--- config.mk ---
export PLATFORM = sky130hd
export DESIGN_NAME = spim_top
export DESIGN_NICKNAME = d
export VERILOG_FILES = /design/src/rtl/spim_pkg.sv /design/src/rtl/spim_fifo.sv /design/src/rtl/spim_sel.sv /design/src/rtl/spim_engine.sv /design/src/rtl/spim_top.sv
export SDC_FILE = /design/constraint.sdc
export NUM_CORES = 2
export LEC_CHECK = 0
export BUFFER_PORTS_ARGS = -buffer_cell sky130_fd_sc_hd__buf_2
export CAP_MARGIN = 40
export CORE_MARGIN = 2
export CORE_UTILIZATION = 40
export CTS_CLUSTER_SIZE = 30
export DETAILED_ROUTE_END_ITERATION = 16
export PLACE_DENSITY = 0.63
export SYNTH_ARGS = -nofsm -noshare
export SYNTH_HDL_FRONTEND = slang
export SYNTH_SLANG_ARGS = --single-unit
--- constraint.sdc ---
create_clock -name clk -period 9.4 [get_ports clk]
set_input_delay 1.88 -clock clk [delete_from_list [all_inputs] [get_ports clk]]
set_output_delay 1.88 -clock clk [all_outputs]
set_load 0.05 [all_outputs]
--- src/rtl/spim_pkg.sv ---
package spim_pkg;
    typedef enum logic [1:0] {ST_IDLE, ST_LEAD, ST_SHIFT, ST_TRAIL} eng_st_e;

    localparam logic [2:0] A_CTRL = 3'd0;
    localparam logic [2:0] A_EN   = 3'd1;
    localparam logic [2:0] A_TX   = 3'd2;
    localparam logic [2:0] A_RX   = 3'd3;
    localparam logic [2:0] A_ST   = 3'd4;
    localparam logic [2:0] A_RXTH = 3'd5;
    localparam logic [2:0] A_TXTH = 3'd6;
endpackage

--- src/rtl/spim_fifo.sv ---
module spim_fifo #(
    parameter int DEPTH = 128,
    parameter int DW    = 8
) (
    input  logic                        clk,
    input  logic                        rst_n,
    input  logic                        push,
    input  logic [DW-1:0]               wdata,
    input  logic                        pop,
    output logic [DW-1:0]               rdata,
    output logic [$clog2(DEPTH):0]      count,
    output logic                        full,
    output logic                        empty
);
    localparam int AW = $clog2(DEPTH);
    localparam int CW = AW + 1;

    typedef struct packed {
        logic [AW-1:0] wp;
        logic [AW-1:0] rp;
        logic [CW-1:0] cnt;
    } fifo_s;

    fifo_s q, d;
    logic [DW-1:0] mem [DEPTH];
    logic do_push, do_pop;

    assign full    = (q.cnt == CW'(DEPTH));
    assign empty   = (q.cnt == '0);
    assign do_push = push && !full;
    assign do_pop  = pop && !empty;
    assign rdata   = mem[q.rp];
    assign count   = q.cnt;

    always_comb begin
        d = q;
        if (do_push) d.wp = q.wp + 1'b1;
        if (do_pop)  d.rp = q.rp + 1'b1;
        case ({do_push, do_pop})
            2'b10:   d.cnt = q.cnt + 1'b1;
            2'b01:   d.cnt = q.cnt - 1'b1;
            default: d.cnt = q.cnt;
        endcase
    end

    always_ff @(posedge clk or negedge rst_n) begin
        if (!rst_n) q <= '0;
        else        q <= d;
    end

    always_ff @(posedge clk) begin
        if (do_push) mem[q.wp] <= wdata;
    end


    fifo_bound_chk: assert property (@(posedge clk) disable iff (!rst_n)
        q.cnt <= CW'(DEPTH));
endmodule

--- src/rtl/spim_sel.sv ---
module spim_sel #(
    parameter int NS = 3
) (
    input  logic [NS:0]   field,
    input  logic          ext,
    input  logic          drive,
    output logic [NS-1:0] ss_n
);
    logic [NS-1:0] pick;

    for (genvar i = 0; i < NS; i++) begin : g_dec
        if (i == 0) begin : g_first
            assign pick[i] = !field[0];
        end else begin : g_rest
            assign pick[i] = !field[i] && (&field[i-1:0]);
        end
    end

    always_comb begin
        ss_n = '1;
        if (drive) ss_n = ext ? field[NS-1:0] : ~pick;
    end
endmodule

--- src/rtl/spim_engine.sv ---
module spim_engine
    import spim_pkg::*;
#(
    parameter int DW = 8,
    parameter int BW = 3
) (
    input  logic          clk,
    input  logic          rst_n,
    input  logic          en,
    input  logic          cpol,
    input  logic          cpha,
    input  logic [BW-1:0] baud,
    input  logic          man_start,
    input  logic          go,
    input  logic          tx_valid,
    input  logic [DW-1:0] tx_data,
    output logic          tx_pop,
    output logic          rx_push,
    output logic [DW-1:0] rx_data,
    input  logic          miso,
    output logic          sclk,
    output logic          mosi,
    output logic          busy
);
    localparam int HCW = 1 << BW;
    localparam int EW  = $clog2(2 * DW);
    localparam logic [EW-1:0] ELAST = EW'(2 * DW - 1);

    typedef struct packed {
        eng_st_e        st;
        logic [HCW-1:0] hcnt;
        logic [EW-1:0]  ecnt;
        logic [DW-1:0]  sh;
        logic [DW-1:0]  rx;
        logic           mosi;
        logic           sclk;
        logic           pend;
    } eng_s;

    eng_s q, d;
    logic [BW-1:0]  n_eff;
    logic [HCW-1:0] half_m1;
    logic           tick, load;
    eng_st_e        st_q;

    assign n_eff   = (baud == '0) ? BW'(1) : baud;
    assign half_m1 = (HCW'(1) << n_eff) - HCW'(1);
    assign tick    = (q.hcnt == half_m1);

    always_comb begin
        d       = q;
        tx_pop  = 1'b0;
        rx_push = 1'b0;
        load    = 1'b0;
        if (!en) begin
            d.st   = ST_IDLE;
            d.sclk = cpol;
            d.hcnt = '0;
            d.ecnt = '0;
            d.pend = 1'b0;
        end else begin
            d.hcnt = tick ? '0 : q.hcnt + 1'b1;
            case (q.st)
                ST_IDLE: begin
                    d.sclk = cpol;
                    d.hcnt = '0;
                    d.ecnt = '0;
                    if (go) d.pend = 1'b1;
                    if (tx_valid && (!man_start || go || q.pend)) begin
                        d.st   = ST_LEAD;
                        d.pend = 1'b0;
                    end
                end
                ST_LEAD: begin
                    if (tick) begin
                        load = 1'b1;
                        d.st = ST_SHIFT;
                    end
                end
                ST_SHIFT: begin
                    if (tick) begin
                        d.sclk = ~q.sclk;
                        d.ecnt = q.ecnt + 1'b1;
                        if (!q.ecnt[0]) begin
                            if (cpha) begin
                                d.mosi = q.sh[DW-1];
                                d.sh   = q.sh << 1;
                            end else begin
                                d.rx = {q.rx[DW-2:0], miso};
                            end
                        end else begin
                            if (cpha) begin
                                d.rx = {q.rx[DW-2:0], miso};
                            end else if (q.ecnt != ELAST) begin
                                d.mosi = q.sh[DW-2];
                                d.sh   = q.sh << 1;
                            end
                        end
                        if (q.ecnt == ELAST) begin
                            rx_push = 1'b1;
                            d.ecnt  = '0;
                            if (tx_valid) load = 1'b1;
                            else          d.st = ST_TRAIL;
                        end
                    end
                end
                default: begin
                    if (tick) begin
                        d.ecnt = q.ecnt + 1'b1;
                        if (q.ecnt != '0) begin
                            d.st   = ST_IDLE;
                            d.ecnt = '0;
                        end
                    end
                end
            endcase
            if (load) begin
                tx_pop = 1'b1;
                d.sh   = tx_data;
                if (!cpha) d.mosi = tx_data[DW-1];
            end
        end
    end

    always_ff @(posedge clk or negedge rst_n) begin
        if (!rst_n) q <= '{st: ST_IDLE, default: '0};
        else        q <= d;
    end

    assign rx_data = d.rx;
    assign sclk    = q.sclk;
    assign mosi    = q.mosi;
    assign st_q    = q.st;
    assign busy    = (q.st != ST_IDLE);


    disable_idle_chk: assert property (@(posedge clk) disable iff (!rst_n)
        !en |=> (st_q == ST_IDLE));


    lead_rest_chk: assert property (@(posedge clk) disable iff (!rst_n)
        (st_q == ST_LEAD) |-> (sclk == cpol));
endmodule

--- src/rtl/spim_top.sv ---
module spim_top
    import spim_pkg::*;
#(
    parameter int DEPTH = 128,
    parameter int NS    = 3,
    parameter int HDW   = 16
) (
    input  logic           clk,
    input  logic           rst_n,
    input  logic [2:0]     host_addr,
    input  logic           host_wr,
    input  logic [HDW-1:0] host_wdata,
    input  logic           host_rd,
    output logic [HDW-1:0] host_rdata,
    output logic           sclk,
    output logic           mosi,
    input  logic           miso,
    output logic [NS-1:0]  ss_n
);
    localparam int DW     = 8;
    localparam int BW     = 3;
    localparam int FW     = NS + 1;
    localparam int CW     = $clog2(DEPTH) + 1;
    localparam int CS_LSB = 2 + BW;
    localparam int EXT_B  = CS_LSB + FW;
    localparam int MST_B  = EXT_B + 1;
    localparam int MSEL_B = EXT_B + 2;
    localparam int GO_B   = EXT_B + 3;

    typedef struct packed {
        logic          cpol;
        logic          cpha;
        logic [BW-1:0] baud;
        logic [FW-1:0] field;
        logic          ext;
        logic          mstart;
        logic          msel;
        logic          en;
        logic          go;
        logic [CW-1:0] rxth;
        logic [CW-1:0] txth;
    } cfg_s;

    cfg_s q, d;

    logic          tx_push, tx_pop, tx_full, tx_empty;
    logic [DW-1:0] tx_head;
    logic [CW-1:0] tx_cnt;
    logic          rx_push, rx_pop, rx_full, rx_empty;
    logic [DW-1:0] rx_head, rx_byte;
    logic [CW-1:0] rx_cnt;
    logic          busy;
    logic [3:0]    status;

    assign tx_push = host_wr && (host_addr == A_TX);
    assign rx_pop  = host_rd && (host_addr == A_RX);

    always_comb begin
        d    = q;
        d.go = 1'b0;
        if (host_wr) begin
            case (host_addr)
                A_CTRL: begin
                    d.cpol   = host_wdata[0];
                    d.cpha   = host_wdata[1];
                    d.baud   = host_wdata[2 +: BW];
                    d.field  = host_wdata[CS_LSB +: FW];
                    d.ext    = host_wdata[EXT_B];
                    d.mstart = host_wdata[MST_B];
                    d.msel   = host_wdata[MSEL_B];
                    d.go     = host_wdata[GO_B];
                end
                A_EN:    d.en   = host_wdata[0];
                A_RXTH:  d.rxth = host_wdata[CW-1:0];
                A_TXTH:  d.txth = host_wdata[CW-1:0];
                default: ;
            endcase
        end
    end

    always_ff @(posedge clk or negedge rst_n) begin
        if (!rst_n) q <= '{field: '1, rxth: CW'(1), txth: CW'(1), default: '0};
        else        q <= d;
    end

    spim_fifo #(.DEPTH(DEPTH), .DW(DW)) i_txq (
        .clk(clk), .rst_n(rst_n), .push(tx_push), .wdata(host_wdata[DW-1:0]),
        .pop(tx_pop), .rdata(tx_head), .count(tx_cnt), .full(tx_full), .empty(tx_empty)
    );

    spim_fifo #(.DEPTH(DEPTH), .DW(DW)) i_rxq (
        .clk(clk), .rst_n(rst_n), .push(rx_push), .wdata(rx_byte),
        .pop(rx_pop), .rdata(rx_head), .count(rx_cnt), .full(rx_full), .empty(rx_empty)
    );

    spim_engine #(.DW(DW), .BW(BW)) i_eng (
        .clk(clk), .rst_n(rst_n), .en(q.en), .cpol(q.cpol), .cpha(q.cpha),
        .baud(q.baud), .man_start(q.mstart), .go(q.go),
        .tx_valid(!tx_empty), .tx_data(tx_head), .tx_pop(tx_pop),
        .rx_push(rx_push), .rx_data(rx_byte), .miso(miso),
        .sclk(sclk), .mosi(mosi), .busy(busy)
    );

    spim_sel #(.NS(NS)) i_sel (
        .field(q.field), .ext(q.ext),
        .drive(q.en && (q.msel || busy)), .ss_n(ss_n)
    );

    assign status = {busy, tx_full, (tx_cnt < q.txth), (rx_cnt >= q.rxth)};

    always_comb begin
        host_rdata = '0;
        case (host_addr)
            A_CTRL: begin
                host_rdata[0]              = q.cpol;
                host_rdata[1]              = q.cpha;
                host_rdata[2 +: BW]        = q.baud;
                host_rdata[CS_LSB +: FW]   = q.field;
                host_rdata[EXT_B]          = q.ext;
                host_rdata[MST_B]          = q.mstart;
                host_rdata[MSEL_B]         = q.msel;
            end
            A_EN:   host_rdata[0] = q.en;
            A_RX:   if (!rx_empty) host_rdata[DW-1:0] = rx_head;
            A_ST:   host_rdata[3:0] = status;
            A_RXTH: host_rdata[CW-1:0] = q.rxth;
            A_TXTH: host_rdata[CW-1:0] = q.txth;
            default: ;
        endcase
    end


    one_cold_chk: assert property (@(posedge clk) disable iff (!rst_n)
        !q.ext |-> ($countones(~ss_n) <= 1));
endmodule

Word level (Yosys, flattened, before mapping)
Memory sizes are Yosys's and may differ from the RTL's.
Cells that the tools add are included.
{ "op_classes": {"n_addsub": 11, "n_mul": 0, "div": 0, "order_cmp": 2, "eq_ne": 29, "shifts": 1, "n_mux": 65, "bitwise_logic": 2, "n_reduce_logical": 44} }
{ "ops": {"columns": ["operator", "n"], "rows": [
  ["$mux W8", 11],
  ["$mux W17", 3],
  ["$pmux W8 S2", 2],
  ["$add A7 B1 Y7 const B", 4],
  ["$add A8 B1 Y8 const B", 3],
  ["$mux W1", 24],
  ["$mux W22", 1],
  ["$eq A8 B8 Y1 const B", 2],
  ["$logic_not A8 Y1", 2],
  ["$mux W2", 8],
  ["$mux W4", 4],
  ["$pmux W4 S4", 1],
  ["$sub A8 B1 Y8 const B", 2],
  ["$ne A3 B2 Y1 const B", 5],
  ["$pmux W3 S5", 1],
  ["$mux W14", 1],
  ["$reduce_and A2 Y1", 7],
  ["$pmux W4 S3", 1],
  ["$logic_and A1 B1 Y1", 10],
  ["$reduce_bool A2 Y1", 5],
  ["$eq A3 B3 Y1 const B", 3],
  ["$mux W3", 3],
  ["$mux W9", 1],
  ["$eq A8 B8 Y1", 1],
  ["other kinds (30)", 49]
]} }
{ "totals": {"reg_bits": 107, "latch_bits": 0, "mem_bits_rw": 2048, "romBits": 0, "in_bits": 24, "elab_cells": 181, "memories": 2} }
{ "mem_list": {"columns": ["name", "words", "width", "read_ports", "rd_clocked_by_memory_dff", "write_ports", "line", "source"], "rows": [
  ["i_rxq.mem", 128, 8, 1, 0, 1, "spim_fifo.sv:25", "logic [DW-1:0] mem [DEPTH];"],
  ["i_txq.mem", 128, 8, 1, 0, 1, "spim_fifo.sv:25", null]
]} }

Depth between registers and ports, before layout
{ "logic_depth": {"word_depth": 13, "ltp_mapped": 19} }

Modules after synthesis
A second synthesis with hierarchy kept.
{ "unflattened": {"cells_unflattened": 4481, "hier_area_um2": 86332.8} }
{ "by_module_without_submodules": {"columns": ["module", "instances", "cells_per_inst", "area_per_inst_um2"], "rows": [
  ["spim_fifo (i_rxq)", 1, 2072, 41212.0],
  ["spim_fifo (i_txq)", 1, 2017, 41010.6],
  ["spim_engine", 1, 214, 2138.3],
  ["spim_top", 1, 173, 1940.6],
  ["spim_sel", 1, 5, 31.3]
]} }

Worst setup path before layout
No wires, ideal clock.
{ "synth_path": {"path_type": "input to output", "from": "in host_addr[2]", "to": "out host_rdata[1]", "t_arrival_ns": 4.356, "required_ns": 7.520, "path_slack_ns": 3.164, "stages": 4, "cell_sequence": "clkbuf_1 > buf_1 > nand2_1 > o311ai_0"} }
{ "synth_between": {"elab_chain_len": 2, "word_cells_on_any_way": 6, "classes_between": "eq/ne (4); mux (1); reduce/logical (1)"} }
{ "synth_rtl": {"columns": ["item", "line", "source"], "rows": [
  ["start, declared", "spim_top.sv:10", "input logic [2:0] host_addr,"],
  ["$eq A3 B3 Y1 (tied with other cells)", "spim_top.sv:113", "case (host_addr)"],
  ["$pmux W3 S5 *", "spim_top.sv:113", null],
  ["end, declared", "spim_top.sv:14", "output logic [HDW-1:0] host_rdata,"]
]} }
Every way passes the cells marked *; elsewhere a longest branch is shown, timed or not.

Final worst setup path
{ "layout_path": {"from": "reg i_rxq.q[8] (netlist name)", "to": "out host_rdata[0]"} }
{ "layout_between": {"elab_chain_len": 3} }
{ "layout_rtl": {"columns": ["item", "line", "source"], "rows": [
  ["start, declared", "spim_fifo.sv:24", "fifo_s q, d;"],
  ["start signal, assigned", "spim_fifo.sv:47", "if (!rst_n) q <= '0;"],
  ["start signal, assigned", "spim_fifo.sv:48", "else q <= d;"],
  ["$mem_v2 Z128 W8", null, null],
  ["$mux W8", "spim_top.sv:124", "A_RX: if (!rx_empty) host_rdata[DW-1:0] = rx_head;"],
  ["$pmux W1 S6", "spim_top.sv:113", null]
]} }
Every way passes these cells.

==> impl_metrics.toml <==
[worst_setup_path]
cp_data_arrival_time_ns = 5.16
crit_path_max_incr_delay_ns = 0.90
cp_slowest_cell = "dfrtp_4"
cp-end-kind = "output port"
crit-reg2reg-launch = "q[27]"
critPathLaunch = "i_rxq.q[8]"
path_max_fanout = 70
path_cells = "buf_12 > mux4_2 > a221oi_1 > o22ai_1 > o221ai_1 > o2111ai_1 > buf_2"
critPathCapture = "host_rdata[0]"
critPathLaunchType = "flip-flop"
timing.rr.end = "i_txq.count[7]"
rrSetupSlack_ns = 3.86
required_ns = 7.52
critPathKind = "reg -> out"
worst-r2r-cell-count = 16

[sta]
tightest_slew_ns = 1.107
finalCriticalPeriod_ns = 7.042
max_freq_ghz = 0.1420
slew_violations = 0
finalCritPeriodShare_pct = 74.92
worst_clock_skew_ns = 0.06104
fin_ws_ns = 2.358
setup_tns_ns = 0
holdWs_ns = 0.4882
hold_violations = 0
setup_viol = 0
rsz0062_at_grt = "no"
slew_headroom_pct = 25.56

[finish]
regArea_sq_mm = 0.06421
fillers = 17740
nets = 4513
syn_to_final_growth_pct = 12.69
multiInputGateArea_sq_mm = 0.02000
drive_gt1_share_pct = 22.72
fin_cells = 7450

[route]
drc = 0
drt_wl_total_microns = 202100
vias_per_cell = 5.706
first_iter_violations = 4525
vias = 42510
ant_nets = 0
dr.pass1.iters = 5
wl_per_cell_microns = 27.13

[logic_synthesis]
synth_area_sq_mm = 0.08534
avgSynthCellArea_sq_um = 19.86
yosysSeqAreaShare_pct = 75.21
synth_edf_count = 2048
yosys_warnings = 0
netlist_instances = 4297
ys_top_cells_by_area = "edfxtp_1 (72%), mux4_2 (12%), dfrtp_1 (3.0%), mux2i_1 (2.3%), nor2_1 (1.5%)"
synth-seq-cells = 2155
synth_top_cell_by_area = "edfxtp_1"
synth_ff_type = "edfxtp_1"
synth_top_area_share_pct = 72.06
synth_async_sr_flop_share_pct = 4.965
synth_cell_types = 79

[floorplanning]
initial_utilization_pct = 40.24
die_w_microns = 465.9
die_h_microns = 465.9
std_cell_rows = 169
die_area_sq_mm = 0.2171
coreArea_sq_mm = 0.2121
pin_count = 45

[global_route]
antenna_found_initial = 3
globalRouteOverflowTotal = 0
grt_max_degree = 102
track_usage_pct = 18.51
grt_pass1_wl_microns = 295200
grt_pass1_vias = 42270

[placement]
gp_congestion = 0.8318
dp.cells = 7057
pre_cts_ws_ns = 3.178
dp_hpwl_microns = 123000
io_buffers = 37

[clock_tree]
cts_tree = "built"
hold_buffers = 0
clock_path_buffers = 3
cts_sinks = 2155
numCtsBuffers = 204
post_cts_buffers = 0
ctsResizeCount = 0
htree_levels = 4
path_clk_slew_ns = 0.06
ctsRootBufferMaster = "clkbuf_16"
clk_latency_ns = 0.88

[run]
max_cap_violations = 0

[power]
leakagePower_nw = 29.15
power-per-cell-area_mw_per_mm2 = 200.8
power_mw = 19.31
vdd_ir_drop_max_mv = 0.1602

[hold_path]
worstHoldPathType = "reg -> reg"

[status]
status = "finished clean"
metal layers:
layer	track usage [%]	part of all wire (%)	wire [microns]
met1	26.92	43	87000
met2	28.81	47	95170
met3	3.534	7.6	15300
met4	4.683	2.3	4658
met5	0	0.0064	13
registers in the layout, summed over array words and instances (netlist names), 2 cells and up:
name,flops
i_eng.q,29
i_eng.st_q,2
i_rxq.count,8
i_rxq.mem,1024
i_rxq.q,14
i_txq.count,8
i_txq.mem,1024
i_txq.q,14
q,30
cells by family (layout without fill, tap and decap cells):
group / Yosys count / after routing / synth area share, %
compound gates: 424 / 424 / 3.466
fa+ha+maj: 42 / 42 / 0.6333
flops: 2155 / 2155 / 75.21
buf+inv: 275 / 601 / 1.427
mux: 717 / 717 / 15.40
simple gates: 633 / 633 / 3.359
other cells: 2 / 8 / 0.008800
xor+xnor: 49 / 49 / 0.5029
report_power, final:
| part | internal [mW] | total (mW) | switching, mW |
|---|---|---|---|
| logic | 0.176 | 0.510 | 0.333 |
| clock network | 4.62 | 8.24 | 3.62 |
| registers | 10.5 | 10.6 | 0.0763 |
| total | 15.3 | 19.3 | 4.03 |
synth_stat cells, drive strengths merged, types with 46 or more instances:
cell type / count
buf: 109
nor2: 340
o21ai: 70
mux2i: 199
mux2: 46
dfrtp: 101
a22oi: 51
a21oi: 64
mux4: 472
clkbuf: 123
nand2: 113
edfxtp: 2048
critical path, delay by kind of cell, from the launching register on:
| family | cells | cell delay [ns] |
|---|---|---|
| compound gates | 4 | 1.90 |
| buf+inv | 2 | 0.80 |
| mux | 1 | 0.59 |
| flops | 1 | 0.90 |
cell usage in the layout (no fill, tap or decap), types with 18 or more instances in the layout:
cell type / n
edfxtp_1: 2048
nand3_1: 35
buf_4: 117
mux4_2: 472
a22oi_1: 51
a22o_1: 23
clkbuf_1: 35
nor2b_1: 31
a211oi_1: 35
clkinv_1: 35
mux2i_1: 199
nand2_1: 113
xnor2_1: 34
buf_2: 34
clkbuf_16: 206
nor3_1: 18
bufinv_16: 19
inv_1: 40
a221oi_1: 33
nor2_1: 329
ha_1: 40
dfrtp_1: 92
a21oi_1: 63
o21ai_0: 70
clkinv_2: 54
o22ai_1: 40
mux2_2: 38
how the worst min path moves through the flow:
stage             endpoint   startpoint  depth (start not counted)  slack [ns]
6_report       i_eng.q[23]  i_eng.q[23]                          1        0.49
5_1_grt        i_eng.q[23]  i_eng.q[23]                          1        0.53
4_1_cts        i_eng.q[23]  i_eng.q[23]                          1        0.49
3_5_place_dp   i_eng.q[23]  i_eng.q[23]                          1        0.48
3_3_place_gp   i_txq.q[17]  i_txq.q[17]                          1        0.48
2_1_floorplan  i_eng.q[23]  i_eng.q[23]                          1        0.45
stage by stage:
step / area (sq um) / utilization [%]
floorplan: 85350 / -
global placement: 88850 / 41.89
detailed placement: 89390 / 42.15
CTS: 96130 / 45.33
global route: 96170 / 45.34
finish: 96170 / 45.35
area by class of cell:
cell class	count	share of cell area (%)
repair buffers	173	1.581
inverters	43	0.1678
diodes	3	0.007806
clock inverters	139	1.441
well taps	2821	3.670
multi-input cells	1870	20.80
clock buffers	246	5.568
flip-flops and latches	2155	66.76
Note: power is estimated with default switching activity, not from simulation.
